==> config.mk <==
export PLATFORM = sky130hd
export DESIGN_NAME = pstate_imm_writer
export DESIGN_NICKNAME = d
export VERILOG_FILES = /design/src/rtl/psw_pkg.sv /design/src/rtl/psw_field_dec.sv /design/src/rtl/psw_access_chk.sv /design/src/rtl/pstate_imm_writer.sv
export SDC_FILE = /design/constraint.sdc
export NUM_CORES = 1
export LEC_CHECK = 0
export BUFFER_PORTS_ARGS = -buffer_cell sky130_fd_sc_hd__buf_2
export CAP_MARGIN = 30
export CORE_AREA = 2 2 53 55
export DETAILED_ROUTE_END_ITERATION = 16
export DIE_AREA = 0 0 55 57
export PLACE_DENSITY_LB_ADDON = 0.08
export SETUP_SLACK_MARGIN = 0.4
export SLEW_MARGIN = 20
export SYNTH_ARGS = -nofsm -noshare
export SYNTH_HDL_FRONTEND = slang
export SYNTH_SLANG_ARGS = --single-unit
==> constraint.sdc <==
create_clock -name clk -period 3.05 [get_ports clk]
set_input_delay 0.305 -clock clk [delete_from_list [all_inputs] [get_ports clk]]
set_output_delay 0.305 -clock clk [all_outputs]
set_load 0.005 [all_outputs]
==> src/rtl/psw_pkg.sv <==
package psw_pkg;

    localparam int FLAG_W = 14;
    localparam int FEAT_W = 9;
    localparam int OP_W   = 3;
    localparam int CRM_W  = 4;
    localparam int EL_W   = 2;
    localparam int CLS_W  = 6;

    localparam logic [FLAG_W-1:0] FLAG_RESET = 14'h001F;
    localparam logic [CLS_W-1:0]  TRAP_CLASS = 6'h18;
    localparam logic [EL_W-1:0]   TRAP_LEVEL = 2'd2;

    // feature enable positions
    localparam int FT_USER_OVR   = 0;
    localparam int FT_PRIV_NEVER = 1;
    localparam int FT_ALL_IRQ    = 2;
    localparam int FT_PMU_MASK   = 3;
    localparam int FT_CONST_TIME = 4;
    localparam int FT_STREAM     = 5;
    localparam int FT_TAG_OVR    = 6;
    localparam int FT_SPEC_SAFE  = 7;
    localparam int FT_HOST_VIRT  = 8;

    typedef struct packed {
        logic       array_store;
        logic       stream_mode;
        logic       pmu_mask;
        logic       all_irq_mask;
        logic       spec_safe;
        logic       tag_ovr;
        logic       const_time;
        logic       priv_never;
        logic       user_ovr;
        logic       sp_sel;
        logic [3:0] irq_masks;   // debug, serror, irq, fiq
    } flags_t;

    typedef enum logic [3:0] {
        FLD_NONE,
        FLD_REDIR,
        FLD_USER_OVR,
        FLD_PRIV_NEVER,
        FLD_SP_SEL,
        FLD_CONST_TIME,
        FLD_TAG_OVR,
        FLD_SPEC_SAFE,
        FLD_MASK_SET,
        FLD_MASK_CLR,
        FLD_ALL_IRQ,
        FLD_PMU_MASK,
        FLD_STREAM,
        FLD_ARRAY,
        FLD_STREAM_ARRAY
    } field_e;

    function automatic logic [EL_W-1:0] min_level(input logic [OP_W-1:0] op1);
        case (op1)
            3'b011:         return 2'd0;
            3'b100, 3'b101: return 2'd2;
            3'b110:         return 2'd3;
            default:        return 2'd1;
        endcase
    endfunction

endpackage

==> src/rtl/psw_field_dec.sv <==
module psw_field_dec
    import psw_pkg::*;
(
    input  logic [OP_W-1:0]   op1,
    input  logic [OP_W-1:0]   op2,
    input  logic [CRM_W-1:0]  crm,
    input  logic [FEAT_W-1:0] feat,
    output field_e            fld
);
    function automatic field_e gate(input logic en, input field_e f);
        return en ? f : FLD_NONE;
    endfunction

    always_comb begin
        fld = FLD_NONE;
        case ({op1, op2})
            6'o00, 6'o01, 6'o02: fld = FLD_REDIR;
            6'o03: fld = gate(feat[FT_USER_OVR], FLD_USER_OVR);
            6'o04: fld = gate(feat[FT_PRIV_NEVER], FLD_PRIV_NEVER);
            6'o05: fld = FLD_SP_SEL;
            6'o10: begin
                case (crm[3:1])
                    3'd0:    fld = gate(feat[FT_ALL_IRQ], FLD_ALL_IRQ);
                    3'd1:    fld = gate(feat[FT_PMU_MASK], FLD_PMU_MASK);
                    default: fld = FLD_NONE;
                endcase
            end
            6'o31: fld = gate(feat[FT_SPEC_SAFE], FLD_SPEC_SAFE);
            6'o32: fld = gate(feat[FT_CONST_TIME], FLD_CONST_TIME);
            6'o33: begin
                case (crm[3:1])
                    3'd1:    fld = gate(feat[FT_STREAM], FLD_STREAM);
                    3'd2:    fld = gate(feat[FT_STREAM], FLD_ARRAY);
                    3'd3:    fld = gate(feat[FT_STREAM], FLD_STREAM_ARRAY);
                    default: fld = FLD_NONE;
                endcase
            end
            6'o34: fld = gate(feat[FT_TAG_OVR], FLD_TAG_OVR);
            6'o36: fld = FLD_MASK_SET;
            6'o37: fld = FLD_MASK_CLR;
            default: fld = FLD_NONE;
        endcase
    end
endmodule

==> src/rtl/psw_access_chk.sv <==
module psw_access_chk
    import psw_pkg::*;
(
    input  logic [OP_W-1:0]   op1,
    input  logic [EL_W-1:0]   el,
    input  logic              secure,
    input  logic [FEAT_W-1:0] feat,
    output logic              allow
);
    logic level_ok, sec_ok, feat_ok;

    always_comb begin
        level_ok = (el >= min_level(op1));
        sec_ok   = (op1 != 3'b111) || secure;
        feat_ok  = (op1 != 3'b101) || feat[FT_HOST_VIRT];
        allow    = level_ok && sec_ok && feat_ok;
    end
endmodule

==> src/rtl/pstate_imm_writer.sv <==
module pstate_imm_writer
    import psw_pkg::*;
(
    input  logic              clk,
    input  logic              rst,
    input  logic              valid_i,
    input  logic [2:0]        op1_i,
    input  logic [2:0]        op2_i,
    input  logic [3:0]        crm_i,
    input  logic [1:0]        el_i,
    input  logic              secure_i,
    input  logic              hyp_trap_i,
    input  logic [8:0]        feat_i,
    output logic [13:0]       flags_o,
    output logic              undef_o,
    output logic              trap_o,
    output logic [1:0]        trap_level_o,
    output logic [5:0]        trap_class_o
);
    field_e fld;
    logic   allow;
    flags_t cur, nxt;
    logic   nxt_undef, nxt_trap;

    psw_field_dec u_dec (
        .op1 (op1_i), .op2 (op2_i), .crm (crm_i), .feat (feat_i), .fld (fld)
    );

    psw_access_chk u_acc (
        .op1 (op1_i), .el (el_i), .secure (secure_i), .feat (feat_i), .allow (allow)
    );

    always_comb begin
        nxt       = cur;
        nxt_undef = 1'b0;
        nxt_trap  = 1'b0;
        if (fld != FLD_REDIR) begin
            if (!allow || fld == FLD_NONE) begin
                nxt_undef = 1'b1;
            end else begin
                case (fld)
                    FLD_USER_OVR:   nxt.user_ovr   = crm_i[0];
                    FLD_PRIV_NEVER: nxt.priv_never = crm_i[0];
                    FLD_SP_SEL:     nxt.sp_sel     = crm_i[0];
                    FLD_CONST_TIME: nxt.const_time = crm_i[0];
                    FLD_TAG_OVR:    nxt.tag_ovr    = crm_i[0];
                    FLD_SPEC_SAFE:  nxt.spec_safe  = crm_i[0];
                    FLD_PMU_MASK:   nxt.pmu_mask   = crm_i[0];
                    FLD_STREAM:     nxt.stream_mode = crm_i[0];
                    FLD_ARRAY:      nxt.array_store = crm_i[0];
                    FLD_STREAM_ARRAY: begin
                        nxt.stream_mode = crm_i[0];
                        nxt.array_store = crm_i[0];
                    end
                    FLD_MASK_SET: nxt.irq_masks = cur.irq_masks | crm_i;
                    FLD_MASK_CLR: nxt.irq_masks = cur.irq_masks & ~crm_i;
                    FLD_ALL_IRQ: begin
                        if (el_i == 2'd1 && hyp_trap_i && crm_i[0])
                            nxt_trap = 1'b1;
                        else
                            nxt.all_irq_mask = crm_i[0];
                    end
                    default: nxt = cur;
                endcase
            end
        end
    end

    always_ff @(posedge clk) begin
        if (rst) begin
            cur          <= flags_t'(FLAG_RESET);
            undef_o      <= 1'b0;
            trap_o       <= 1'b0;
            trap_level_o <= '0;
            trap_class_o <= '0;
        end else begin
            undef_o      <= valid_i && nxt_undef;
            trap_o       <= valid_i && nxt_trap;
            trap_level_o <= (valid_i && nxt_trap) ? TRAP_LEVEL : '0;
            trap_class_o <= (valid_i && nxt_trap) ? TRAP_CLASS : '0;
            if (valid_i) cur <= nxt;
        end
    end

    assign flags_o = cur;

    // without a strobe, nothing moves and no pulse follows
    a_r13_idle_quiet: assert property (@(posedge clk) disable iff (rst)
        !valid_i |=> (!undef_o && !trap_o && $stable(flags_o)));

    // a rejected instruction leaves the flags alone
    a_r2_undef_no_change: assert property (@(posedge clk) disable iff (rst)
        undef_o |-> $stable(flags_o));

    // a trap leaves flags alone, targets level 2 with class 0x18
    a_r12_trap_effect: assert property (@(posedge clk) disable iff (rst)
        trap_o |-> ($stable(flags_o) && !undef_o &&
                    trap_level_o == 2'd2 && trap_class_o == 6'h18));

    // the set form never clears a mask bit
    a_r10_set_monotone: assert property (@(posedge clk) disable iff (rst)
        (valid_i && allow && fld == FLD_MASK_SET) |=>
        ((flags_o[3:0] & $past(flags_o[3:0])) == $past(flags_o[3:0])));

    // the clear form never sets a mask bit
    a_r11_clr_monotone: assert property (@(posedge clk) disable iff (rst)
        (valid_i && allow && fld == FLD_MASK_CLR) |=>
        ((flags_o[3:0] | $past(flags_o[3:0])) == $past(flags_o[3:0])));

    // redirected encodings raise nothing
    a_r7_redirect_silent: assert property (@(posedge clk) disable iff (rst)
        (valid_i && fld == FLD_REDIR) |=> (!undef_o && !trap_o && $stable(flags_o)));

endmodule

; ---- After elaboration in Yosys (flattened, before gate mapping)
; Cells that the tools add are included.
[totals]
out_inout_bits = 24
in_bits = 26
word_cells = 109
regBits = 24
[op_classes]
magnitude_cmp = 1
mux = 23
eq_ne = 36
n_bitwise = 5
reduce_logical = 29
[ops]
columns = cell, count
row1 = $pmux 4 s11, 1
row2 = $reduce_and 4->1, 10
row3 = $eq 6x5->1 const B, 6
row4 = $eq 4x4->1 const B, 7
row5 = $mux 4, 5
row6 = $eq 4x3->1 const B, 4
row7 = $pmux 4 s2, 2
row8 = $eq 6x2->1 const B, 2
row9 = $eq 6x3->1 const B, 2
row10 = $pmux 4 s3, 1
row11 = $eq 3x2->1 const B, 3
row12 = $eq 3x3->1 const B, 3
row13 = $mux 3, 3
row14 = $eq 4x2->1 const B, 2
row15 = $eq 6x1->1 const B, 1
row16 = $eq 6x4->1 const B, 1
row17 = $logic_and 1x1->1, 6
row18 = $logic_not 6->1, 1
row19 = $mux 1, 6
row20 = $mux 2, 3
row21 = $ne 3x3->1 const B, 2
row22 = $pmux 2 s3, 1
row23 = $reduce_or 2->1, 3
row24 = $mux 5, 1
row25 = 15 further kinds, 18

; ---- Depth between registers and ports, before layout
; Gate-level depths: netlist of the first run.
[logic_depth]
word_depth = 12
mapped_depth = 10
depth_no_buf = 9

; ---- Hierarchy
; From an unflattened synthesis of the first run, not the netlist that was laid out.
[unflattened]
hier_cells = 134
area_unflattened_um2 = 1158.6
[modules_own_cells]
columns = mod, seq_area_each_um2, cells_each, area_per_inst_um2, n_inst
row1 = pstate_imm_writer, 320.3, 86, 808.3, 1
row2 = psw_field_dec, 0.0, 38, 275.3, 1
row3 = psw_access_chk, 0.0, 10, 75.1, 1

; ---- Worst setup path after synthesis of the first run
; Ideal clock, no wire load.
[synth_timing]
path_kind = in2reg
startpoint = in op1_i[1]
endpoint = reg cur, in the netlist flags_o[10]
setup_slack_ns = 0.776
required_ns = 2.964
arrival_time_ns = 2.188
path_stages = 10
cell_sequence = buf_6 > nand2_1 > mux2_2 > ha_1 > nand2b_1 > a21oi_1 > nor3_1 > and2_1 > and3_1 > a211oi_1
[synth_between]
elab_chain_len = 10
[synth_rtl]
columns = element, line
row1 = start: declaration, pstate_imm_writer.sv:7  ; input logic [2:0] op1_i,
row2 = $eq 3x3->1, psw_pkg.sv:58  ; case (op1)
row3 = $reduce_or 2->1, psw_pkg.sv:58
row4 = $pmux 2 s3, psw_pkg.sv:58
row5 = $ge 2x2->1, psw_access_chk.sv:13  ; level_ok = (el >= min_level(op1));
row6 = $logic_and 1x1->1 (2 in a row), psw_access_chk.sv:16  ; allow = level_ok && sec_ok && feat_ok;
row7 = $logic_not 1->1, pstate_imm_writer.sv:38  ; if (!allow || fld == FLD_NONE) begin
row8 = $logic_or 1x1->1, pstate_imm_writer.sv:38
row9 = $not 1->1 (no line), --
row10 = $reduce_and 5->1 (no line) *, --
row11 = end signal: assignment, pstate_imm_writer.sv:71  ; cur <= flags_t'(FLAG_RESET);
row12 = end signal: assignment, pstate_imm_writer.sv:81  ; if (valid_i) cur <= nxt;
row13 = end: declaration, pstate_imm_writer.sv:22  ; flags_t cur, nxt;
; Mark *: on every way between the ends. The rest lies on a longest branch, timed or not.
; A chain may end at the register's enable or synchronous reset.

; ---- Final worst setup path of the first run
; Ends and elaborated chain as after synthesis.

==> metrics, run 1 <==
status complete, no violations; final worst slack 0.804 ns; Pwr Total 428 uW; final worst-path cycle share 73.7%; synthesized area per cell 8.43 um^2; Initial Util 44.2%; slowest CP cell a21oi_1; sequential area share after synthesis 27.7%; Synth area leaders dfxtp_1, mux2i_1, nand2_1; DRC violations left 0; Worst Max-Slew Pin Slew 0.612 ns; port bufs 44; Vias/cell 5.53; power per cell area 308 mW/mm^2; cts repair resizes 0; Row Count 19; fmax 445 MHz; Worst-path clk slew 0.09 ns; worst-path maximum fanout 9; vias 1155; Syn-to-layout area delta 20.2%; RSZ-0062 raised after global routing false; Clock Latency Late Sink 0.29 ns; clk sinks 16; kind of critical path in -> reg; part of the power in registers 49.2%; setup tns final 0 ns; Max-Slew Margin vs Limit 58.8%; Hold WS 0.305 ns; Hold Fails Final Rpt 0; Yosys reg bits 16; worst stage delay on the critical path 0.47 ns; Final Skew 0 ns; diode count 0; combinational share of power 18.5%; Ys Warns 0; Mapped Cells 137; worst hold path type in -> reg; vias in the first global route 996; Yosys cell types 42; DR iter-0 viols 18; max-cap check violation count 0; worst path required time 3.26 ns; share of post-route cells with drive strength above 1 33.7%; Synth top area share 27.7%; Tmin final 2.25 ns; DP Wirelength 2250 um; async set or reset register ratio after synthesis 0%; Routed WL per cell 13.1 um; initial antenna violation count 0; Worst Path Arrival 2.46 ns; clk buf depth 2; Sw Pwr 114 uW; CP cell instances buf_2 -> nand2_1 -> mux2_2 -> ha_1 -> nand2b_1 -> a21oi_1 -> nor3_1 -> and2_1 -> and3_1 -> a211oi_1; first-pass GRT wire length 4400 um; core area 0.00262 mm^2; Finished Cell Area 0.00139 mm^2; commonest cells after routing, fill and taps aside buf_2, nand2_1, dfxtp_1; EDFF count, synth 0; setup violators final 0; max-slew violation count 0; LEAKAGE 0.000661 uW; placed cell areas 0.00135 mm^2; Worst Setup End Kind flip-flop; switching part of the total 26.6%; Synth Flop Type dfxtp_1; Die Span Y 57 um; io pins 50; cell area after synthesis 0.00115 mm^2; DP Worst Slack 0.498 ns; post-route ant nets 0; most common cell after layout, fill and taps aside buf_2; Clk pwr share 32.2%; Routability Congestion 0.850; startpoint types input pin; die footprint 0.00314 mm^2; CTS H-tree depth 1; CTS buffer count 3; largest net degree at the start of global routing 10; Post-Route WL 2740 um; Pint 314 uW; Yosys top cell by area dfxtp_1; worst vdd ir 250 uV; DR pass1 iterations 4; Remaining Overflow, GRT 0; Post-CTS Setup Repair Bufs 0; Die X 55 um; CTS tree built; nets@finish 207; total track usage 18.8%; hold buffer count at cts 0; root buf cell clkbuf_4
-- worst max-delay path: cells and delay by family --
family	cells	cell delay, ns
AND/OR/NAND/NOR	5	0.77
AO/OA/AOI/OAI	2	0.68
multiplexers	1	0.27
adder cells (fa/ha/maj)	1	0.26
buffers and inverters	1	0.18
-- power by group through the flow --
stage	Sequential (uW)	Clock, uW	Combinational, uW
after CTS	211	143	78.7
after global routing	211	150	88.0
after global placement	215	0	77.3
final	211	138	79.3
after detailed placement	216	0	78.2
after floorplan	216	0	50.6
-- cells by family (layout without fill, tap and decap cells) --
group | Yosys count | in the layout | share of synthesized area, %
compound gates | 23 | 23 | 16.6
flops | 16 | 16 | 27.7
simple gates | 68 | 68 | 34.8
other cells | 1 | 5 | 0.325
mux | 11 | 11 | 9.75
fa+ha+maj | 2 | 2 | 2.17
buf+inv | 16 | 53 | 8.67
-- cell type report --
type	count	area, um^2
Sequential cell	16	320
Clock buffer	4	36.3
Inverter	4	15.0
Tap cell	31	38.8
Fill cell	267	1230
Timing Repair Buffer	45	228
Multi-Input combinational cell	109	749
-- per-layer routing --
metal  wire, um  share of wire, %  vias up  GRT usage [%]
met1       1320                48      532           26.3
met3        180               6.6        4           4.71
met4         32               1.2        0           5.23
li1           -                 -      580              -
met5          0                 0        -              0
met2       1210                44       39           28.4
-- Yosys cell counts, types with 3 or more instances --
| cell | number |
|---|---|
| mux2i_1 | 9 |
| nand4_1 | 5 |
| nand2_1 | 20 |
| a21oi_1 | 3 |
| nand3_1 | 7 |
| nor3_1 | 5 |
| nand3b_1 | 4 |
| inv_1 | 3 |
| nor2_1 | 7 |
| o211ai_1 | 7 |
| o21ai_0 | 3 |
| dfxtp_1 | 16 |
| buf_4 | 8 |
| nor4_1 | 3 |
-- worst paths after layout --
check,startpoint,cells past startpoint,endpoint,slack [ns]
worst max register to register,flags_o[10],2,flags_o[10],2.37
worst max-delay path,op1_i[1],10,flags_o[10],0.80
worst min-delay path,rst,2,flags_o[10],0.30
worst min register to register,flags_o[5],2,flags_o[5],0.47
-- through the flow --
stage                     utilization [%]  std cells
final                                53.1        209
after detailed placement             51.7        205
after global placement               51.7        205
after floorplan                         -        141
after global routing                 53.1        209
after CTS                            53.1        209
Note: power is estimated with default switching activity, not from simulation.
==> inputs of run 2 (changes only) <==
clock period = 2.3 ns   (was 3.05 ns; I/O delays follow)
==> metrics, run 2 (synthesis results as in run 1) <==
Clk pwr share 30.8% (-1.4 points); vias 1202 (+4.1%); Max-Slew Margin vs Limit 61.8% (+2.9 points); Worst Setup End Kind flip-flop; Hold WS 0.238 ns (-0.0669 ns); initial antenna violation count 0 (unchanged); die footprint 0.00314 mm^2 (unchanged); Die Span Y 57 um (unchanged); io pins 50 (unchanged); Routability Congestion 0.868 (+2.2%); worst-path maximum fanout 6 (-3); Tmin final 1.90 ns; root buf cell clkbuf_4; DR pass1 iterations 4 (unchanged); part of the power in registers 46.1% (-3.1 points); FF+latch area 320 um^2 (unchanged); total track usage 19.9% (+1.2 points); DR iter-0 viols 30 (+12); most common cell after layout, fill and taps aside buf_2; clk sinks 16 (unchanged); setup tns final 0 ns (unchanged); Critical R2R Launch flags_o[10]; max-cap check violation count 0 (unchanged); area of the multi-input gates 797 um^2 (+6.3%); diode count 0 (unchanged); DP Wirelength 2320 um (+2.8%); Clock Latency Late Sink 0.29 ns (about the same); Vias/cell 5.51 (-0.23%); placed cell areas 0.00138 mm^2 (+2.3%); hold buffer count at cts 0 (unchanged); share of post-route cells with drive strength above 1 39.6% (+5.9 points); Worst Path Arrival 2.12 ns (-0.34 ns); port bufs 44 (unchanged); power per cell area 392 mW/mm^2 (+27%); worst path required time 2.52 ns (-0.74 ns); vias in the first global route 1148 (+15%); CTS tree built; final core occ 59.2% (+6.1 points); first-pass GRT wire length 4750 um (+7.8%); clk buf depth 2 (unchanged); Finished Cell Area 0.00155 mm^2 (+12%); status complete, no violations; R2R setup slack 1.59 ns (-0.78 ns); Die X 55 um (unchanged); Pint 442 uW (+41%); hold path cells 2 (unchanged); fmax 527 MHz; hold path startpoint rst; commonest cells after routing, fill and taps aside buf_2, nand2_1, dfxtp_1; worst vdd ir 283 uV (+13%); Final Skew 0 ns (unchanged); Syn-to-layout area delta 34.0%; core area 0.00262 mm^2 (unchanged); worst-case reg-to-reg path depth 2 (unchanged); Worst Max-Slew Pin Slew 0.568 ns (-0.0436 ns); Critical Path Source op1_i[1]; largest net degree at the start of global routing 10 (unchanged); max-slew violation count 0 (unchanged); final worst-path cycle share 82.5%; setup violators final 0 (unchanged); DRC violations left 0 (unchanged); kind of critical path in -> reg; Sw Pwr 164 uW (+44%); RSZ-0062 raised after global routing true; CTS H-tree depth 1 (unchanged); Initial Util 44.2% (unchanged); Hold Fails Final Rpt 0 (unchanged); filler instances 229 (-14%); CTS buffer count 3 (unchanged); Worst-path clk slew 0.09 ns (about the same); Post-Route WL 2990 um (+8.9%); Row Count 19 (unchanged); Hold Crit Endpoint flags_o[7]; worst hold path type in -> reg; combinational share of power 23.1% (+4.6 points); post-route ant nets 0 (unchanged); r2r endpoint flags_o[10]; LEAKAGE 0.000742 uW (+12%); nets@finish 216 (+4.3%); startpoint types input pin; switching part of the total 27.0% (+0.42 points); Remaining Overflow, GRT 0 (unchanged); Routed WL per cell 13.7 um (+4.4%)
## run 2: how the worst max path moves through the flow
| stage | to | slack (ns) |
|---|---|---|
| after floorplan | flags_o[7] | 0.37 |
| after global placement | flags_o[7] | 0.21 |
| after detailed placement | flags_o[7] | 0.12 |
| after CTS | flags_o[7] | 0.42 |
| after global routing | flags_o[7] | 0.33 |
| final | flags_o[7] | 0.40 |
## run 2: worst max-delay path: stages
cell and delay [ns]:
buf_12 0.09, nand2_4 0.04, mux2_4 0.28, ha_4 0.25, nand2b_4 0.12, a21oi_4 0.08, a2111oi_4 0.34, nand3_2 0.14
or3_1 0.40, a21oi_1 0.14
## run 2: per-stage QoR
stage | total power, uW | cells | setup slack [ns]
finish | 606 | 218 | 0.403
global route | 638 | 218 | 0.332
CTS | 587 | 210 | 0.415
detailed placement | 400 | 206 | 0.116
global placement | 398 | 206 | 0.214
floorplan | 364 | 141 | 0.374
## run 2: layout make-up
type	instances	area share [%]
flip-flops and latches	16	20.7
multi-input cells	109	51.5
well taps	31	2.51
repair buffers	54	22.0
clock buffers	4	2.34
inverters	4	0.970
## run 2: power by group through the flow
stage,Sequential (uW),Clock [uW],Combinational (uW)
3_3_place_gp,286,0,113
5_1_grt,280,205,153
4_1_cts,279,193,115
2_1_floorplan,286,0,77.7
6_report,279,187,140
3_5_place_dp,286,0,114
## run 2: layer usage
layer | track usage (%) | routed length [um] | part of all wire, % | vias to the layer above
met2 | 33.5 | 1460 | 49 | 38
met3 | 4.97 | 175 | 5.9 | 4
met5 | 0 | 0 | 0 | -
li1 | - | - | - | 600
met1 | 25.2 | 1320 | 44 | 560
met4 | 4.53 | 26 | 0.87 | 0
## run 2: timing repair
item	4_1_cts	5_1_grt
gates resized for setup	0	19
endpoints found under the setup margin	0	9
buffers inserted	0	8
endpoints found under the hold margin	0	0
==> inputs of run 3 (changes only) <==
clock period = 1.92 ns   (was 2.3 ns; I/O delays follow)
==> metrics, run 3 (synthesis results as in run 1) <==
status complete, no violations; Syn-to-layout area delta 57.4%; Routability Congestion 0.892 (+2.7%); first-pass GRT wire length 5690 um (+20%); port bufs 44 (unchanged); Die X 55 um (unchanged); Die Span Y 57 um (unchanged); share of post-route cells with drive strength above 1 53.0% (+13 points); Worst-path clk slew 0.10 ns (about the same); hold path startpoint rst; Worst Path Arrival 1.94 ns (-0.18 ns); Tmin final 1.73 ns; CTS buffer count 3 (unchanged); diode count 0 (unchanged); Hold Crit Endpoint flags_o[7]; CTS tree built; Hold Fails Final Rpt 0 (unchanged); vias in the first global route 1241 (+8.1%); total track usage 24.4% (+4.5 points); worst-case reg-to-reg path depth 2 (unchanged); startpoint types input pin; worst stage delay on the critical path 0.31 ns (-0.09 ns); worst path required time 2.13 ns (-0.39 ns); delay-heaviest family, CP simple AND/OR/NAND/NOR gates; DR iter-0 viols 34 (+13%); GR Util met1 31.6% (+6.4 points); CTS H-tree depth 1 (unchanged); Row Count 19 (unchanged); vias 1281 (+6.6%); hold path cells 2 (unchanged); r2r endpoint flags_o[10]; max-slew violation count 0 (unchanged); commonest cells after routing, fill and taps aside buf_2, buf_4, nand2_1, dfxtp_1, mux2i_1; area of the multi-input gates 942 um^2 (+18%); die footprint 0.00314 mm^2 (unchanged); met2 usage 39.8% (+6.3 points); clk buf depth 2 (unchanged); DR pass1 iterations 4 (unchanged); placed cell areas 0.00150 mm^2 (+8.3%); initial antenna violation count 0 (unchanged); clk sinks 16 (unchanged); most common cell after layout, fill and taps aside buf_2; LEAKAGE 0.000842 uW (+14%); CP cell instances buf_8 -> mux2_4 -> ha_4 -> nand2b_4 -> a21oi_4 -> buf_6 -> buf_6 -> nor3_4 -> and2_4 -> and3_4 -> nor4b_4; Critical R2R Launch flags_o[10]; fmax 578 MHz; Remaining Overflow, GRT 0 (unchanged); max-cap check violation count 0 (unchanged); largest net degree at the start of global routing 10 (unchanged); CP bufs+invs 3 (+2); root buf cell clkbuf_4; Initial Util 44.2% (unchanged); M3 GR Usage 5.24% (+0.26 points); Routed WL per cell 15.2 um (+11%); nets@finish 231 (+6.9%); RSZ-0062 raised after global routing true; post-route ant nets 0 (unchanged); final core occ 69.5% (+10 points); R2R setup slack 1.26 ns (-0.33 ns); kind of critical path in -> reg; final worst-path cycle share 90.1%; Most Crowded Layer GR met2; FF+latch area 320 um^2 (unchanged); filler instances 206 (-10%); Clock Latency Late Sink 0.30 ns (about the same); Worst Setup End Kind flip-flop; Pwr Total 791 uW (+31%); DP Wirelength 2490 um (+7.6%); most frequent CP cell buf_6; setup violators final 0 (unchanged); Hold WS 0.200 ns (-0.0375 ns); DRC violations left 0 (unchanged); Post-Route WL 3550 um (+19%); worst hold path type in -> reg; io pins 50 (unchanged); worst-path maximum fanout 3 (-3); Vias/cell 5.50 (-0.29%); power per cell area 435 mW/mm^2 (+11%); worst vdd ir 326 uV (+15%); Final Skew 0 ns (unchanged); slowest CP cell mux2_4; Finished Cell Area 0.00182 mm^2 (+17%); core area 0.00262 mm^2 (unchanged)
## run 3: cell count changes in the layout (fill, tap and decap cells not counted), moves of 3 or more
cell and change:
nand3_1 -3, nor4_1 -3, nand3_2 +3, nor4_4 +4, nand2_2 +3, nand2_1 -3
buf_4 +9, buf_6 +6
## run 3: stage by stage
step | TNS [ns] | setup WS [ns] | cells
3_5_place_dp | -0.918 | -0.163 | 221
2_1_floorplan | 0 | 0.0431 | 141
4_1_cts | 0 | 0.155 | 232
6_report | 0 | 0.191 | 233
3_3_place_gp | -0.478 | -0.100 | 221
5_1_grt | 0 | 0.0607 | 233
## run 3: final cells by class
type	instances	area share, %
multi-input combinational	109	51.8
timing repair buffer	69	25.6
sequential	16	17.6
tap	31	2.13
clock buffer	4	2.00
inverter	4	0.826
## run 3: where the power goes
part / leakage [uW] / total (uW) / internal [uW] / switching (uW)
combinational: 0.000692 / 229 / 111 / 117
clock: 0.0000210 / 228 / 116 / 112
sequential: 0.000129 / 335 / 334 / 0.831
total: 0.000842 / 791 / 561 / 230
## run 3: metal layers
layer | routed length (um) | up-vias
li1 | - | 629
met1 | 1570 | 603
met2 | 1710 | 40
met3 | 195 | 9
met4 | 77 | 0
met5 | 0 | -
## run 3: worst max path at each step
stage | from | to | slack (ns) | depth (start not counted)
2_1_floorplan | op1_i[1] | flags_o[7] | 0.04 | 10
3_3_place_gp | op1_i[2] | flags_o[7] | -0.10 | 9
3_5_place_dp | op1_i[2] | flags_o[7] | -0.16 | 9
4_1_cts | op1_i[2] | flags_o[7] | 0.15 | 9
5_1_grt | op1_i[0] | flags_o[7] | 0.06 | 8
6_report | op1_i[2] | trap_class_o[3] | 0.19 | 11
## run 3: what timing repair did
| action | in CTS | in global routing |
|---|---|---|
| pin swaps | 12 | 11 |
| endpoints found under the setup margin | 16 | 16 |
| gates resized for setup | 25 | 18 |
| hold buffers | 0 | 0 |
| setup buffers | 7 | 1 |
| cloned | 0 | 0 |
